--- src/rtl/text40_pkg.sv ---
// Shared types for the forty-column text renderer.
// Assumes: a single clock domain; states are encoded by the synthesis tool.
package text40_pkg;
    typedef enum logic [2:0] {
        ST_IDLE,   // waiting for a line start
        ST_NAME,   // name-byte read outstanding
        ST_PAT,    // pattern-byte read outstanding
        ST_CELL,   // emitting the pixels of one cell
        ST_FILL,   // background fill of the active width
        ST_EDGE    // blanking the unused right edge
    } rstate_t;
endpackage

--- src/rtl/t40_seq.sv ---
// Line sequencer: latches the line context at line_start, walks the cells,
// issues name/pattern reads and steps the line-buffer position.
// Assumes: rd_data is valid in the cycle rd_ack is high; line_start is
// honoured only while idle.
module t40_seq
    import text40_pkg::*;
#(
    parameter int VC_W   = 9,
    parameter int COLS   = 40,
    parameter int CELL_W = 6,
    parameter int LINE_W = 256,
    parameter int ROWS   = 24,
    parameter int CHAR_H = 8,
    parameter int V_OFF  = 16,
    parameter int DATA_W = 8,
    localparam int ACT_W  = COLS * CELL_W,
    localparam int X_W    = $clog2(LINE_W),
    localparam int COL_W  = $clog2(COLS),
    localparam int ROW_W  = $clog2(ROWS),
    localparam int FINE_W = $clog2(CHAR_H),
    localparam int SUB_W  = $clog2(CELL_W)
) (
    input  logic              clk,
    input  logic              rst_n,
    input  logic              line_start,
    input  logic [VC_W-1:0]   vcount,
    input  logic              disp_en,
    input  logic              rd_ack,
    input  logic [DATA_W-1:0] rd_data,
    output logic              rd_req,
    output logic              sel_pat,
    output logic              pat_load,
    output logic              px_valid,
    output logic              fill_bg,
    output logic              edge_blank,
    output logic [ROW_W-1:0]  row,
    output logic [FINE_W-1:0] fine,
    output logic [COL_W-1:0]  col,
    output logic [DATA_W-1:0] char_q,
    output logic [X_W-1:0]    x
);
    rstate_t          st;
    logic [SUB_W-1:0] sub;
    logic [VC_W-1:0]  vrel;
    logic             in_window;

    // Position of the line inside the shifted display window.
    always_comb begin
        vrel      = vcount - VC_W'(V_OFF);
        in_window = (vcount >= VC_W'(V_OFF)) &&
                    (vcount <  VC_W'(V_OFF + ROWS * CHAR_H));
    end

    // Decoded strobes for the fetch port, serialiser and output stage.
    always_comb begin
        rd_req     = (st == ST_NAME) || (st == ST_PAT);
        sel_pat    = (st == ST_PAT);
        pat_load   = (st == ST_PAT) && rd_ack;
        px_valid   = (st == ST_CELL);
        fill_bg    = (st == ST_FILL);
        edge_blank = (st == ST_EDGE);
    end

    // State, cell and pixel counters.
    always_ff @(posedge clk) begin
        if (!rst_n) begin
            st     <= ST_IDLE;
            sub    <= '0;
            col    <= '0;
            x      <= '0;
            row    <= '0;
            fine   <= '0;
            char_q <= '0;
        end else begin
            case (st)
                ST_IDLE: if (line_start) begin
                    x    <= '0;
                    col  <= '0;
                    row  <= ROW_W'(vrel / VC_W'(CHAR_H));
                    fine <= FINE_W'(vrel % VC_W'(CHAR_H));
                    st   <= (disp_en && in_window) ? ST_NAME : ST_FILL;
                end
                ST_NAME: if (rd_ack) begin
                    char_q <= rd_data;
                    st     <= ST_PAT;
                end
                ST_PAT: if (rd_ack) begin
                    sub <= '0;
                    st  <= ST_CELL;
                end
                ST_CELL: begin
                    x   <= x + 1'b1;
                    sub <= sub + 1'b1;
                    if (sub == SUB_W'(CELL_W - 1)) begin
                        if (col == COL_W'(COLS - 1)) begin
                            st <= ST_EDGE;
                        end else begin
                            col <= col + 1'b1;
                            st  <= ST_NAME;
                        end
                    end
                end
                ST_FILL: begin
                    x <= x + 1'b1;
                    if (x == X_W'(ACT_W - 1)) st <= ST_EDGE;
                end
                ST_EDGE: begin
                    x <= x + 1'b1;
                    if (x == X_W'(LINE_W - 1)) st <= ST_IDLE;
                end
                default: st <= ST_IDLE;
            endcase
        end
    end
endmodule

--- src/rtl/t40_addr_gen.sv ---
// Address generator: forms the name-table and pattern-table read addresses
// and selects the one the sequencer is fetching.
// Assumes: the table offsets wrap modulo the address space.
module t40_addr_gen #(
    parameter int VA_W   = 14,
    parameter int COLS   = 40,
    parameter int ROWS   = 24,
    parameter int CHAR_H = 8,
    parameter int DATA_W = 8,
    localparam int COL_W  = $clog2(COLS),
    localparam int ROW_W  = $clog2(ROWS),
    localparam int FINE_W = $clog2(CHAR_H)
) (
    input  logic [VA_W-1:0]   name_base,
    input  logic [VA_W-1:0]   pat_base,
    input  logic [ROW_W-1:0]  row,
    input  logic [COL_W-1:0]  col,
    input  logic [FINE_W-1:0] fine,
    input  logic [DATA_W-1:0] char_q,
    input  logic              sel_pat,
    output logic [VA_W-1:0]   rd_addr
);
    logic [VA_W-1:0] name_addr;
    logic [VA_W-1:0] pat_addr;

    // Table offsets and the fetch address multiplexer.
    always_comb begin
        name_addr = name_base + VA_W'(row) * VA_W'(COLS) + VA_W'(col);
        pat_addr  = pat_base + VA_W'(char_q) * VA_W'(CHAR_H) + VA_W'(fine);
        rd_addr   = sel_pat ? pat_addr : name_addr;
    end
endmodule

--- src/rtl/t40_serializer.sv ---
// Cell serialiser: holds the visible pattern bits of one cell and presents
// them most significant first as a colour index.
// Assumes: load and shift never occur in the same cycle.
module t40_serializer #(
    parameter int CELL_W = 6,
    parameter int COL_BW = 4
) (
    input  logic              clk,
    input  logic              rst_n,
    input  logic              load,
    input  logic              shift,
    input  logic [CELL_W-1:0] bits_in,
    input  logic [COL_BW-1:0] fg,
    input  logic [COL_BW-1:0] bg,
    output logic [COL_BW-1:0] pix
);
    logic [CELL_W-1:0] shreg;

    // Pattern shift register, loaded per cell and shifted per pixel.
    always_ff @(posedge clk) begin
        if (!rst_n)     shreg <= '0;
        else if (load)  shreg <= bits_in;
        else if (shift) shreg <= shreg << 1;
    end

    // Colour selection for the bit in the leading position.
    always_comb pix = shreg[CELL_W-1] ? fg : bg;
endmodule

--- src/rtl/text40_line_renderer.sv ---
// Forty-column text scanline renderer: top level. Joins the sequencer,
// address generator and serialiser, and registers the line-buffer writes.
// Assumes: one line is rendered per line_start; the buffer write port
// accepts one write per cycle.
module text40_line_renderer #(
    parameter int VA_W   = 14,
    parameter int VC_W   = 9,
    parameter int DATA_W = 8,
    parameter int COL_BW = 4,
    parameter int COLS   = 40,
    parameter int CELL_W = 6,
    parameter int LINE_W = 256,
    parameter int ROWS   = 24,
    parameter int CHAR_H = 8,
    parameter int V_OFF  = 16,
    localparam int X_W    = $clog2(LINE_W),
    localparam int COL_W  = $clog2(COLS),
    localparam int ROW_W  = $clog2(ROWS),
    localparam int FINE_W = $clog2(CHAR_H)
) (
    input  logic                clk,
    input  logic                rst_n,
    input  logic                line_start,
    input  logic [VC_W-1:0]     vcount,
    input  logic                disp_en,
    input  logic [2*COL_BW-1:0] colours,
    input  logic [VA_W-1:0]     name_base,
    input  logic [VA_W-1:0]     pat_base,
    output logic                rd_req,
    output logic [VA_W-1:0]     rd_addr,
    input  logic                rd_ack,
    input  logic [DATA_W-1:0]   rd_data,
    output logic                lb_we,
    output logic [X_W-1:0]      lb_addr,
    output logic [COL_BW-1:0]   lb_data
);
    logic              sel_pat, pat_load, px_valid, fill_bg, edge_blank;
    logic [ROW_W-1:0]  row;
    logic [FINE_W-1:0] fine;
    logic [COL_W-1:0]  col;
    logic [DATA_W-1:0] char_q;
    logic [X_W-1:0]    x;
    logic [COL_BW-1:0] fg, bg, pix;

    // Colour register split into its two fields.
    always_comb begin
        fg = colours[2*COL_BW-1:COL_BW];
        bg = colours[COL_BW-1:0];
    end

    t40_seq #(
        .VC_W(VC_W), .COLS(COLS), .CELL_W(CELL_W), .LINE_W(LINE_W),
        .ROWS(ROWS), .CHAR_H(CHAR_H), .V_OFF(V_OFF), .DATA_W(DATA_W)
    ) u_seq (
        .clk(clk), .rst_n(rst_n), .line_start(line_start), .vcount(vcount),
        .disp_en(disp_en), .rd_ack(rd_ack), .rd_data(rd_data),
        .rd_req(rd_req), .sel_pat(sel_pat), .pat_load(pat_load),
        .px_valid(px_valid), .fill_bg(fill_bg), .edge_blank(edge_blank),
        .row(row), .fine(fine), .col(col), .char_q(char_q), .x(x)
    );

    t40_addr_gen #(
        .VA_W(VA_W), .COLS(COLS), .ROWS(ROWS), .CHAR_H(CHAR_H), .DATA_W(DATA_W)
    ) u_addr (
        .name_base(name_base), .pat_base(pat_base), .row(row), .col(col),
        .fine(fine), .char_q(char_q), .sel_pat(sel_pat), .rd_addr(rd_addr)
    );

    t40_serializer #(.CELL_W(CELL_W), .COL_BW(COL_BW)) u_ser (
        .clk(clk), .rst_n(rst_n), .load(pat_load), .shift(px_valid),
        .bits_in(rd_data[DATA_W-1 -: CELL_W]), .fg(fg), .bg(bg), .pix(pix)
    );

    // Registered line-buffer write: cell pixel, background fill or blank.
    always_ff @(posedge clk) begin
        if (!rst_n) begin
            lb_we   <= 1'b0;
            lb_addr <= '0;
            lb_data <= '0;
        end else begin
            lb_we   <= px_valid | fill_bg | edge_blank;
            lb_addr <= x;
            lb_data <= edge_blank ? '0 : (fill_bg ? bg : pix);
        end
    end
endmodule

--- config.mk ---
export PLATFORM = sky130hd
export DESIGN_NAME = text40_line_renderer
export DESIGN_NICKNAME = d
export VERILOG_FILES = /design/src/rtl/text40_pkg.sv /design/src/rtl/t40_seq.sv /design/src/rtl/t40_addr_gen.sv /design/src/rtl/t40_serializer.sv /design/src/rtl/text40_line_renderer.sv
export SDC_FILE = /design/constraint.sdc
export NUM_CORES = 1
export LEC_CHECK = 0
export BUFFER_PORTS_ARGS = -buffer_cell sky130_fd_sc_hd__clkbuf_2
export CAP_MARGIN = 20
export CELL_PAD_IN_SITES_DETAIL_PLACEMENT = 0
export CELL_PAD_IN_SITES_GLOBAL_PLACEMENT = 2
export CORE_MARGIN = 3
export CORE_UTILIZATION = 29
export DETAILED_ROUTE_END_ITERATION = 6
export GPL_TIMING_DRIVEN = 0
export PLACE_DENSITY = 0.84
export SETUP_SLACK_MARGIN = 0.4
export SLEW_MARGIN = 20
export SYNTH_ARGS = -nofsm -noshare
export SYNTH_HDL_FRONTEND = slang
export SYNTH_SLANG_ARGS = --single-unit
--- constraint.sdc ---
create_clock -name clk -period 3.07 [get_ports clk]
set_clock_uncertainty 0.05 [all_clocks]
set_input_delay 0.1535 -clock clk [delete_from_list [all_inputs] [get_ports clk]]
set_output_delay 0.1535 -clock clk [all_outputs]
set_load 0.1 [all_outputs]
---- After elaboration in Yosys (flattened, before gate mapping) ----
Index checks and enable logic that the tools add are counted.
operators by class
  add/subtract/negate cells ............... 8
  equality and inequality tests ........... 16
  order comparisons ....................... 2
  bitwise logic cells ..................... 3
  reductions and logical operators ........ 17
  multipliers ............................. 1
  muxes and demuxes ....................... 22
operator list
  kind                                                  number
  2-to-1 mux 6 bit                                      5
  adder 14 x 11 -> 14 bit                               2
  2-to-1 mux 3 bit                                      9
  one-hot mux 3 bit (6 select lines)                    1
  equality test 8 bit (second input constant)           2
  one-hot mux 8 bit (2 select lines)                    1
  adder 14 x 3 -> 14 bit                                1
  adder 14 x 6 -> 14 bit                                1
  2-to-1 mux 14 bit                                     1
  one-hot mux 6 bit (2 select lines)                    1
  equality test 3 bit (second input constant)           3
  >= comparator 9 x 5 -> 1 bit (second input constant)  1
  < comparator 9 x 8 -> 1 bit (second input constant)   1
  adder 8 x 1 -> 8 bit (second input constant)          1
  multiplier 5 x 3 -> 8 bit (second input constant)     1
  2-to-1 mux 4 bit                                      2
  2-to-1 mux 8 bit                                      1
  != test 2 bit (second input constant)                 4
  AND reduction 2 bit                                   4
  nonzero test 2 bit                                    4
  subtractor 8 x 5 -> 8 bit (second input constant)     1
  adder 6 x 1 -> 6 bit (second input constant)          1
  equality test 3 x 2 -> 1 bit (second input constant)  2
  equality test 6 bit (second input constant)           1
  other kinds (13)                                      18
word-level totals
  register bits ........................... 55
  bits of input ports ..................... 58
  output and inout port bits .............. 28
  word-level logic and storage cells ...... 80

---- Logic depth before layout (Yosys ltp) ----
Gate-level depths: netlist of the first run.
  depth after elaboration ................. 6
  depth in mapped cells ................... 13
  gate-level depth less buffers ........... 13

---- Modules after synthesis ----
Synthesis of the first run repeated with hierarchy kept, for this count alone.
unflattened totals
  cell total of the unflattened synthesis .. 459
  area, all modules ....................... 4101.4 um2
by module, submodules not included
  module                cells each  seq. area each (um2)  area an instance (um2)  times used
  t40_seq               214         720.7                 1884.3                  1
  t40_addr_gen          184         0.0                   1498.9                  1
  text40_line_renderer  32          260.2                 391.6                   1
  t40_serializer        29          120.1                 326.6                   1

---- Worst setup path before layout of the first run ----
Ideal clock, no wire load.
  path type ............................... register to output
  from .................................... register u_seq.row[1]
  to ...................................... output port rd_addr[12]
  arrival ................................. 4.676 ns
  path slack .............................. -1.809 ns
  cell stages (with the launch flop) ...... 14
  cells stage by stage .................... dfxtp_1 -> ha_1 -> ha_1 -> fa_1 -> a21oi_1 -> nor2b_1 -> ha_1 -> ha_1 -> a21oi_1 -> nand3_1 -> o21ai_0 -> a21oi_1 -> o21a_1 -> a2111oi_2
between the ends
  word-level cells in the longest chain between the ends .. 4
RTL lines
  item                       line                        text
  start, declared            t40_seq.sv:36               output logic [ROW_W-1:0] row,
  start signal, assigned     t40_seq.sv:79               row <= ROW_W'(vrel / VC_W'(CHAR_H));
  multiplier 5 x 3 -> 8 bit  t40_addr_gen.sv:28          name_addr = name_base + VA_W'(row) * VA_W'(COLS) + VA_W'(col);
  adder 14 x 11 -> 14 bit    t40_addr_gen.sv:28
  adder 14 x 6 -> 14 bit     t40_addr_gen.sv:28
  2-to-1 mux 14 bit          t40_addr_gen.sv:30          rd_addr = sel_pat ? pat_addr : name_addr;
  end, declared              text40_line_renderer.sv:30  output logic [VA_W-1:0] rd_addr,
No other way between the ends.

---- Worst setup path after layout of the first run ----
  from .................................... register u_seq.row[2]
  to ...................................... output port rd_addr[10]
Same word-level chain as after synthesis.

==> parameters.txt, run 1 <==
Parameter                              Value

Pwr
  Clock network fraction of design power    10.8%
  Combinational share of power    72.7%
  Switching pwr    0.00278 W
  Seq pwr share    16.5%
  Maximum VDD drop    787 uV
  Sw frac    51.3%
  Static leakage    2.31 nW
  Total power per unit cell area    1000 nW/um^2
  Int Pwr    0.00264 W
  Total Power Consumption    0.00543 W

Setup path
  Peak fanout along the critical path    4
  Top delay family on crit path    adder cells
  Required time of the critical path    2.87 ns
  Number of buffers and inverters on the critical path    2
  Critical path's most frequent cell    ha_4
  WS Path Type    reg -> out
  Chain of cells forming the critical path    ha_4, buf_4, fa_2, ha_4, ha_4, a21o_1, or3_1, o221a_4, o22ai_4, xor2_2, mux2i_4, clkbuf_16
  Kind of start point of the critical path    register
  Capturing element type of the critical path    output port
  Standard cell with the maximum stage delay on the critical path    fa_2
  Critical path arrival    3.47 ns
  Highest cell delay on the worst timing path    0.59 ns

Placement
  HPWL Detailed    8600 um
  Placer congestion estimate    0.809
  Count of input and output buffers    85
  Placed insts    708
  Worst setup timing slack at the placement stage    -0.687 ns

STA
  Final count of hold timing violations    0
  Max Transition Viols Final    0
  Worst Hold Slack    0.0520 ns
  Smallest setup slack after layout    -0.601 ns
  Shortest clock period the worst path allows after layout    3.67 ns
  Final worst-path cycle share    120%
  Max-slew headroom at the worst pin    56.8%
  RSZ-0062 raised after global routing    yes
  Fmax    272 MHz
  Final setup violation count    6
  Fin Setup TNS    -2.92 ns
  Transition time of the tightest slew-check pin    0.646 ns

Detailed routing
  DRT Wirelength    10800 um
  Drt drc    0
  DRT iter0 DRCs    159
  DR vias    3560
  Count of antenna-violating nets left after detailed routing    0
  Count of TritonRoute iterations in the first routing pass    4
  Average vias per placed instance    4.88
  Per-cell routed wire length    14.7 um

Die
  I/O pin cnt    86
  Cell row count    41
  Die footprint    14700 um^2
  CORE AREA    12800 um^2
  Initial Util    30.1%
  Die Height    121 um
  Die outline width    121 um

GRT
  Maximum number of pins on one net before global-route repair    18
  Initial antenna violation count    0
  Vias in the first global route    3423
  GR Overflow Total    0
  Global-route usage over all layers    14.5%
  Global-route wire length before repair    17200 um

Finish
  Signed area change from the synthesized netlist to the final layout    40.9%
  Number of nets in the layout    663
  Area used by multi-input combinational logic    3070 um^2
  Total of fill cells in the finished design    1288
  Register cell area after layout    1120 um^2
  N_diodes    0
  Proportion of layout cells with a drive suffix above 1    34.9%
  Non-filler instance count after layout    730

Clock network
  Hold bufs inserted after CTS    0
  Clock slew at the register clock pins of the worst setup and hold paths    0.07 ns
  Largest buffer count on any clock path    2
  CTS buffer count    5
  Latest clock arrival within the worst-skew pair    0.29 ns
  CTS root buf    clkbuf_16
  Number of levels the H-tree was split into    2
  Number of clock sinks seen by CTS    55
  TritonCTS clock tree    done

Yosys
  Library cell with the largest summed area after synthesis    dfxtp_1
  Post-Syn Instances    451
  Post-Synthesis Net Count    557
  Post-synthesis register bit count    55
  Post-Syn Area per Cell    8.55 um^2
  Warnings, synthesis    0
  Biggest area contributors in the synthesized netlist    dfxtp_1 (29%), ha_1 (14%), nor2_1 (5.0%), mux2i_1 (4.2%), a21oi_1 (3.9%)
  Dominant register cell in the synthesized netlist    dfxtp_1
  Most instantiated cells after synthesis    dfxtp_1 (55), nor2_1 (51), ha_1 (42)
  Number of library cell types mapped by synthesis    55
  Most frequently used cell type in the post-synthesis netlist    dfxtp_1
  Sequential element share of the synthesized area    28.6%
  Post-synthesis instance area    3850 um^2
  Area share of the largest cell type after synthesis    28.6%
  EDFF count, synth    0
  Share of flip-flops with an asynchronous set or reset after synthesis    0%

Run status
  Violated checks    negative setup slack
  Status    finished, violations left

Min path
  Min-delay worst type    in -> reg

Job
  Max-cap viol count    0
[cells in the final DEF, fill, tap and decap left out, drive strengths merged, types with 4 or more instances in the layout]
cell     n
inv     17
clkbuf  96
fa       6
buf     23
nand3   10
o21a     5
ha      42
a211oi  10
a21o     7
o21ai   26
and3     7
and2    12
dfxtp   55
a21oi   30
mux2i   16
nor2    51
nand2b   4
xnor2   17
nand4    7
a22oi    7
xor2    16
nor2b   10
nand2   32
nor3     9
[routing by layer]
layer | GRT usage, % | vias up | share of wire [%]
li1 | - | 1824 | -
met1 | 21.0 | 1656 | 49
met2 | 22.9 | 71 | 46
met5 | 0 | - | 0
met4 | 2.87 | 0 | 1.3
met3 | 1.91 | 9 | 4.3
[worst min-delay path, stage by stage]
cell and delay (ns):
clkbuf_2 0.08, mux2i_1 0.06, nor2_1 0.07
[layout make-up]
cell class | instances | area share (%)
multi-input combinational | 365 | 56.6
sequential | 55 | 20.7
timing repair buffer | 99 | 13.3
tap | 172 | 3.96
clock buffer | 6 | 2.56
buffer | 14 | 1.41
inverter | 17 | 1.18
clock inverter | 2 | 0.300
[path summary, 6_finish.rpt]
kind / startpoint / to / slack, ns / cells after the start
setup reg to reg: u_seq.st[2] / u_seq.sub[1] / 1.25 / 7
setup / recovery: u_seq.row[2] / rd_addr[10] / -0.60 / 12
hold reg to reg: u_ser.shreg[3] / u_ser.shreg[3] / 0.41 / 2
hold / removal: rd_data[1] / u_seq.char_q[1] / 0.05 / 3
[state kept, by name, summed over array words and instances, names as in the netlist]
signal / count
u_seq.col: 6
u_seq.char_q: 8
lb_data: 4
u_seq.fine: 3
u_ser.shreg: 6
u_seq.x: 8
u_seq.row: 5
lb_we: 1
u_seq.sub: 3
lb_addr: 8
u_seq.st: 3
[power groups by stage]
stage	combinational (W)	sequential (W)	clock, W
after floorplan	0.00254	0.00100	0
after global placement	0.00314	0.000904	0
after detailed placement	0.00316	0.000907	0
after CTS	0.00386	0.000896	0.000604
after global routing	0.00418	0.000912	0.000628
final	0.00395	0.000895	0.000585
[per-stage QoR]
step	instance area (um^2)	util, %
finish	5430	42.3
global route	5430	42.3
CTS	5340	41.6
detailed placement	4770	37.2
global placement	4770	37.2
floorplan	4130	-
[logic make-up after synthesis]
group	share of synthesized area, %
AO/OA/AOI/OAI	20.2
XOR/XNOR	7.50
adder cells (fa/ha/maj)	16.7
buffers and inverters	3.54
flip-flops	28.6
multiplexers	4.15
AND/OR/NAND/NOR	19.3
[timing repair]
action                                  in CTS  in global routing
endpoints found under the setup margin      12                 10
pin swaps                                   25                 13
setup buffers                               11                  3
gates resized for setup                     68                 14
No activity file was read; power rests on OpenSTA's default activity.
==> inputs of run 2 (changes only) <==
- CTS_BUF_LIST: not set -> sky130_fd_sc_hd__clkbuf_16
==> parameters.txt, run 2 (synthesis gave the netlist of run 1 again) <==
Parameter                              Value

Run status
  Status    finished, violations left
  Violated checks    negative setup slack

Setup path
  Top delay family on crit path    adder cells
  Required time of the critical path    2.87 ns (about the same)
  Standard cell with the maximum stage delay on the critical path    fa_2
  Chain of cells forming the critical path    ha_4, buf_4, fa_2, ha_4, ha_4, a21o_1, or3_1, o221a_4, o22ai_4, xor2_2, mux2i_4, clkbuf_16
  Capturing element type of the critical path    output port
  Kind of start point of the critical path    register
  Critical path arrival    3.47 ns (about the same)
  WS Path Type    reg -> out
  Setup slack of the worst register-to-register path    1.25 ns (about the same)
  Capturing point of the worst reg2reg path    u_seq.sub[1]
  Highest cell delay on the worst timing path    0.59 ns (about the same)
  Critical path's most frequent cell    ha_4
  Number of cell instances on the worst register-to-register path    7 (unchanged)
  Launch instance of the worst register-to-register path    u_seq.st[2]
  Number of buffers and inverters on the critical path    2 (unchanged)
  Peak fanout along the critical path    4 (unchanged)

Detailed routing
  DRT iter0 DRCs    158 (-0.63%)
  Count of TritonRoute iterations in the first routing pass    4 (unchanged)
  Average vias per placed instance    4.88 (about the same)
  Count of antenna-violating nets left after detailed routing    0 (unchanged)
  DR vias    3562 (+0.056%)
  DRT Wirelength    10800 um (+0.10%)
  Per-cell routed wire length    14.8 um (+0.10%)
  Drt drc    0 (unchanged)

Clock network
  TritonCTS clock tree    done
  Clock slew at the register clock pins of the worst setup and hold paths    0.08 ns (about the same)
  Number of clock sinks seen by CTS    55 (unchanged)
  Largest buffer count on any clock path    2 (unchanged)
  CTS buffer count    5 (unchanged)
  Hold bufs inserted after CTS    0 (unchanged)
  Latest clock arrival within the worst-skew pair    0.29 ns (about the same)
  Number of levels the H-tree was split into    2 (unchanged)
  CTS root buf    clkbuf_16

Min path
  Hold path startpoint    rd_data[1]
  Hold Path Depth    3 (unchanged)
  WHS Endpoint    u_seq.char_q[1]
  Min-delay worst type    in -> reg

STA
  Fmax    272 MHz (about the same)
  Max Transition Viols Final    0 (unchanged)
  Shortest clock period the worst path allows after layout    3.67 ns (-0.000243 ns)
  Final count of hold timing violations    0 (unchanged)
  RSZ-0062 raised after global routing    yes
  Final worst-path cycle share    120% (about the same)
  Transition time of the tightest slew-check pin    0.646 ns (+0.0000350 ns)
  Max-slew headroom at the worst pin    56.8% (about the same)
  Fin Setup TNS    -2.92 ns (+0.00146 ns)
  Smallest setup slack after layout    -0.601 ns (+0.000243 ns)
  Worst Hold Slack    0.0521 ns (+0.000137 ns)
  Final setup violation count    6 (unchanged)

Finish
  Final Core Density    42.3% (-0.078 points)
  Layout Cell Area excl Fill    5420 um^2 (-0.18%)
  Register cell area after layout    1120 um^2 (unchanged)
  Most used cells in the layout excluding fill and tap cells    clkbuf_2 (74), nor2_1 (49), dfxtp_1 (47)
  N_diodes    0 (unchanged)
  Number of nets in the layout    663 (unchanged)
  Area used by multi-input combinational logic    3070 um^2 (unchanged)
  Most frequent standard cell in the layout excluding fill and tap cells    clkbuf_2
  Signed area change from the synthesized netlist to the final layout    40.6%
  Total of fill cells in the finished design    1291 (+0.23%)
  Biggest regs    lb_addr x8, u_seq.char_q x8, u_seq.x x8
  Proportion of layout cells with a drive suffix above 1    34.8% (-0.18 points)

Pwr
  Int Pwr    0.00262 W (-0.95%)
  Switching pwr    0.00278 W (about the same)
  Sw frac    51.5% (+0.23 points)
  Seq pwr share    16.6% (about the same)
  Maximum VDD drop    787 uV (unchanged)
  Static leakage    2.30 nW (-0.24%)
  Clock network fraction of design power    10.4% (-0.4 points)
  Total power per unit cell area    997 nW/um^2 (-0.29%)
  Combinational share of power    73.1% (+0.4 points)

Placement
  HPWL Detailed    8600 um (unchanged)
  Area post-placement    4770 um^2 (unchanged)
  Count of input and output buffers    85 (unchanged)
  Placer congestion estimate    0.809 (unchanged)

GRT
  Maximum number of pins on one net before global-route repair    18 (unchanged)
  Global-route usage over all layers    14.4% (about the same)
  Vias in the first global route    3423 (unchanged)
  GR Overflow Total    0 (unchanged)
  Global-route wire length before repair    17200 um (about the same)
  Initial antenna violation count    0 (unchanged)

Die
  Initial Util    30.1% (unchanged)
  I/O pin cnt    86 (unchanged)
  Die Height    121 um (unchanged)
  Die outline width    121 um (unchanged)
  Die footprint    14700 um^2 (unchanged)
  Cell row count    41 (unchanged)
  CORE AREA    12800 um^2 (unchanged)

Job
  Max-cap viol count    0 (unchanged)
[run 2: worst min-delay path, stage by stage]
cell and delay (ns):
clkbuf_2 0.08, mux2i_1 0.06, nor2_1 0.08
[run 2: what timing repair did]
action,in CTS,in global routing
setup buffers,11,3
resized for setup,68,14
gates cloned,0,0
endpoints found under the setup margin,12,10
pin swaps,25,13
[run 2: area by class of cell]
class                           count  area share [%]
Clock inverter                      3           0.369
Buffer                             14            1.41
Clock buffer                        5            2.31
Timing Repair Buffer               99            13.4
Multi-Input combinational cell    365            56.7
Sequential cell                    55            20.7
Inverter                           17            1.18
Tap cell                          172            3.97
[run 2: per-stage QoR]
stage | total power [W] | setup WS, ns | std cells
after floorplan | 0.00354 | -0.930 | 451
after detailed placement | 0.00406 | -0.687 | 708
after global placement | 0.00404 | -0.645 | 708
final | 0.00540 | -0.601 | 730
after global routing | 0.00569 | -0.699 | 730
after CTS | 0.00534 | -0.616 | 727
[run 2: routing by layer]
layer	wire [um]	track usage (%)	vias to the layer above	share of wire, %
met5	0	0	-	0
met4	139	2.87	0	1.3
met3	453	1.91	9	4.2
met2	4940	22.9	66	46
met1	5230	21.0	1664	49
li1	-	-	1823	-
[run 2: power groups by stage]
stage	Sequential, W	Combinational (W)	Clock, W
global route	0.000912	0.00418	0.000602
finish	0.000895	0.00395	0.000560
global placement	0.000904	0.00314	0
detailed placement	0.000907	0.00316	0
CTS	0.000896	0.00386	0.000578
floorplan	0.00100	0.00254	0
[run 2: worst max-delay path by stage]
stage | startpoint | to | cells past startpoint
6_report | u_seq.row[2] | rd_addr[10] | 12
3_3_place_gp | u_seq.row[2] | rd_addr[12] | 11
3_5_place_dp | u_seq.row[2] | rd_addr[12] | 11
2_1_floorplan | u_seq.row[3] | rd_addr[12] | 10
4_1_cts | u_seq.row[3] | rd_addr[12] | 13
5_1_grt | u_seq.row[2] | rd_addr[12] | 14
==> inputs of run 3 (changes only) <==
- SKIP_CTS_REPAIR_TIMING: not set -> 1
==> parameters.txt, run 3 (synthesis gave the netlist of run 1 again) <==
Parameter                              Value

Placement
  Area post-placement    4770 um^2 (unchanged)
  Count of input and output buffers    85 (unchanged)
  Placer congestion estimate    0.809 (unchanged)
  HPWL Detailed    8600 um (unchanged)

Min path
  Min-delay worst type    in -> reg
  Hold path startpoint    rd_data[1]
  WHS Endpoint    u_seq.char_q[1]
  Hold Path Depth    3 (unchanged)

STA
  Fmax    270 MHz (-0.82%)
  RSZ-0062 raised after global routing    yes
  Worst Hold Slack    0.0531 ns (+0.000994 ns)
  Max-slew headroom at the worst pin    56.3% (-0.48 points)
  Smallest setup slack after layout    -0.632 ns (-0.0304 ns)
  Final setup violation count    6 (unchanged)
  Transition time of the tightest slew-check pin    0.653 ns (+0.00723 ns)
  Max Transition Viols Final    0 (unchanged)
  Final worst-path cycle share    121% (+0.99 points)
  Shortest clock period the worst path allows after layout    3.70 ns (+0.0304 ns)
  Final count of hold timing violations    0 (unchanged)

Setup path
  Chain of cells forming the critical path    ha_4, ha_4, fa_2, ha_4, ha_4, a21o_1, or3_1, o221a_4, o22ai_2, xor2_2, mux2i_4, buf_12
  Standard cell with the maximum stage delay on the critical path    fa_2
  Depth of the critical timing path with buffers and inverters included    12 (unchanged)
  Number of buffers and inverters on the critical path    1 (-1)
  Setup slack of the worst register-to-register path    1.28 ns (+0.03 ns)
  Launch instance of the worst register-to-register path    u_seq.st[1]
  Critical path's most frequent cell    ha_4
  Required time of the critical path    2.87 ns (about the same)
  WS Path Type    reg -> out
  Top delay family on crit path    adder cells
  Number of cell instances on the worst register-to-register path    6 (-1)
  Capturing point of the worst reg2reg path    u_seq.sub[0]
  Kind of start point of the critical path    register
  Capturing element type of the critical path    output port
  Critical path arrival    3.50 ns (+0.03 ns)
  Highest cell delay on the worst timing path    0.55 ns (-0.04 ns)
  Peak fanout along the critical path    4 (unchanged)

Clock network
  Number of clock sinks seen by CTS    55 (unchanged)
  Latest clock arrival within the worst-skew pair    0.29 ns (about the same)
  TritonCTS clock tree    done
  Largest buffer count on any clock path    2 (unchanged)
  Clock slew at the register clock pins of the worst setup and hold paths    0.07 ns (about the same)
  CTS buffer count    5 (unchanged)
  CTS root buf    clkbuf_16
  Number of levels the H-tree was split into    2 (unchanged)

Pwr
  Seq pwr share    17.4% (+0.8 points)
  Total power per unit cell area    988 nW/um^2 (-0.92%)
  Clock network fraction of design power    10.9% (+0.5 points)
  Int Pwr    0.00243 W (-7.4%)
  Static leakage    2.23 nW (-3.2%)
  Maximum VDD drop    898 uV (+14%)
  Sw frac    52.8% (+1.2 points)
  Combinational share of power    71.7% (-1.4 points)
  Switching pwr    0.00271 W (-2.6%)

GRT
  Global-route wire length before repair    16500 um (-4.0%)
  Global-route usage over all layers    13.8% (-0.63 points)
  GR Overflow Total    0 (unchanged)
  Maximum number of pins on one net before global-route repair    18 (unchanged)
  Initial antenna violation count    0 (unchanged)
  Vias in the first global route    3347 (-2.2%)

Finish
  Layout Cell Area excl Fill    5200 um^2 (-4.0%)
  Proportion of layout cells with a drive suffix above 1    31.1% (-3.7 points)
  Most frequent standard cell in the layout excluding fill and tap cells    clkbuf_2
  Total of fill cells in the finished design    1301 (+0.77%)
  Final Core Density    40.6% (-1.7 points)
  N_diodes    0 (unchanged)
  Biggest regs    lb_addr x8, u_seq.char_q x8, u_seq.x x8
  Most used cells in the layout excluding fill and tap cells    clkbuf_2 (73), nor2_1 (50), dfxtp_1 (49)
  Number of nets in the layout    655 (-1.2%)
  Signed area change from the synthesized netlist to the final layout    34.9%

Detailed routing
  DR vias    3503 (-1.7%)
  Drt drc    0 (unchanged)
  Per-cell routed wire length    14.5 um (-1.9%)
  DRT Wirelength    10500 um (-3.0%)
  DRT iter0 DRCs    173 (+9.5%)
  Count of TritonRoute iterations in the first routing pass    4 (unchanged)
  Count of antenna-violating nets left after detailed routing    0 (unchanged)
  Average vias per placed instance    4.85 (-0.57%)

Run status
  Violated checks    negative setup slack
  Status    finished, violations left

Die
  Die footprint    14700 um^2 (unchanged)
  Initial Util    30.1% (unchanged)
  Die Height    121 um (unchanged)
  I/O pin cnt    86 (unchanged)
  Cell row count    41 (unchanged)
  Die outline width    121 um (unchanged)
  CORE AREA    12800 um^2 (unchanged)

Job
  Max-cap viol count    0 (unchanged)
run 3: cell count changes in the layout (fill, tap and decap cells not counted), moves of 3 or more:
cell       delta
ha_1          +4
clkbuf_16     -8
buf_6         -4
inv_1         +3
buf_12        +8
dfxtp_4       -3
inv_2         -3
run 3: layout make-up:
class,instances,area (um^2),share of cell area (%)
clock inverter,3,20.0,0.385
clock buffer,5,125,2.41
tap,172,215,4.14
timing repair buffer,91,602,11.6
sequential,55,1110,21.4
multi-input combinational,365,2990,57.4
inverter,17,63.8,1.23
buffer,14,73.8,1.42
run 3: metal layers:
layer | vias to the layer above | part of all wire, % | GRT usage [%]
met5 | - | 0 | 0
met4 | 0 | 1.0 | 2.45
met3 | 7 | 4.0 | 1.91
met2 | 65 | 45 | 21.9
met1 | 1627 | 50 | 20.1
li1 | 1804 | - | -
run 3: worst max-delay path by stage:
| stage | start | to | slack, ns |
|---|---|---|---|
| after CTS | u_seq.row[2] | rd_addr[12] | -1.01 |
| after global placement | u_seq.row[2] | rd_addr[12] | -0.65 |
| after global routing | u_seq.row[3] | rd_addr[10] | -0.70 |
| after floorplan | u_seq.row[3] | rd_addr[12] | -0.93 |
| after detailed placement | u_seq.row[2] | rd_addr[12] | -0.69 |
| final | u_seq.row[3] | rd_addr[10] | -0.63 |
run 3: worst min-delay path, stage by stage:
cell and delay [ns]:
clkbuf_2 0.08, mux2i_1 0.06, nor2_1 0.08
run 3: power groups by stage:
stage | combinational, W | clock (W) | sequential, W
after global placement | 0.00314 | 0 | 0.000904
after global routing | 0.00390 | 0.000601 | 0.000910
after CTS | 0.00317 | 0.000578 | 0.000890
after floorplan | 0.00254 | 0 | 0.00100
final | 0.00369 | 0.000559 | 0.000892
after detailed placement | 0.00316 | 0 | 0.000907
run 3: stage by stage:
step	worst slack [ns]	setup TNS [ns]	total power (W)	cells
final	-0.632	-2.63	0.00514	722
after global routing	-0.703	-3.30	0.00541	722
after CTS	-1.01	-4.92	0.00464	716
after detailed placement	-0.687	-2.71	0.00406	708
after global placement	-0.645	-2.46	0.00404	708
after floorplan	-0.930	-1.72	0.00354	451
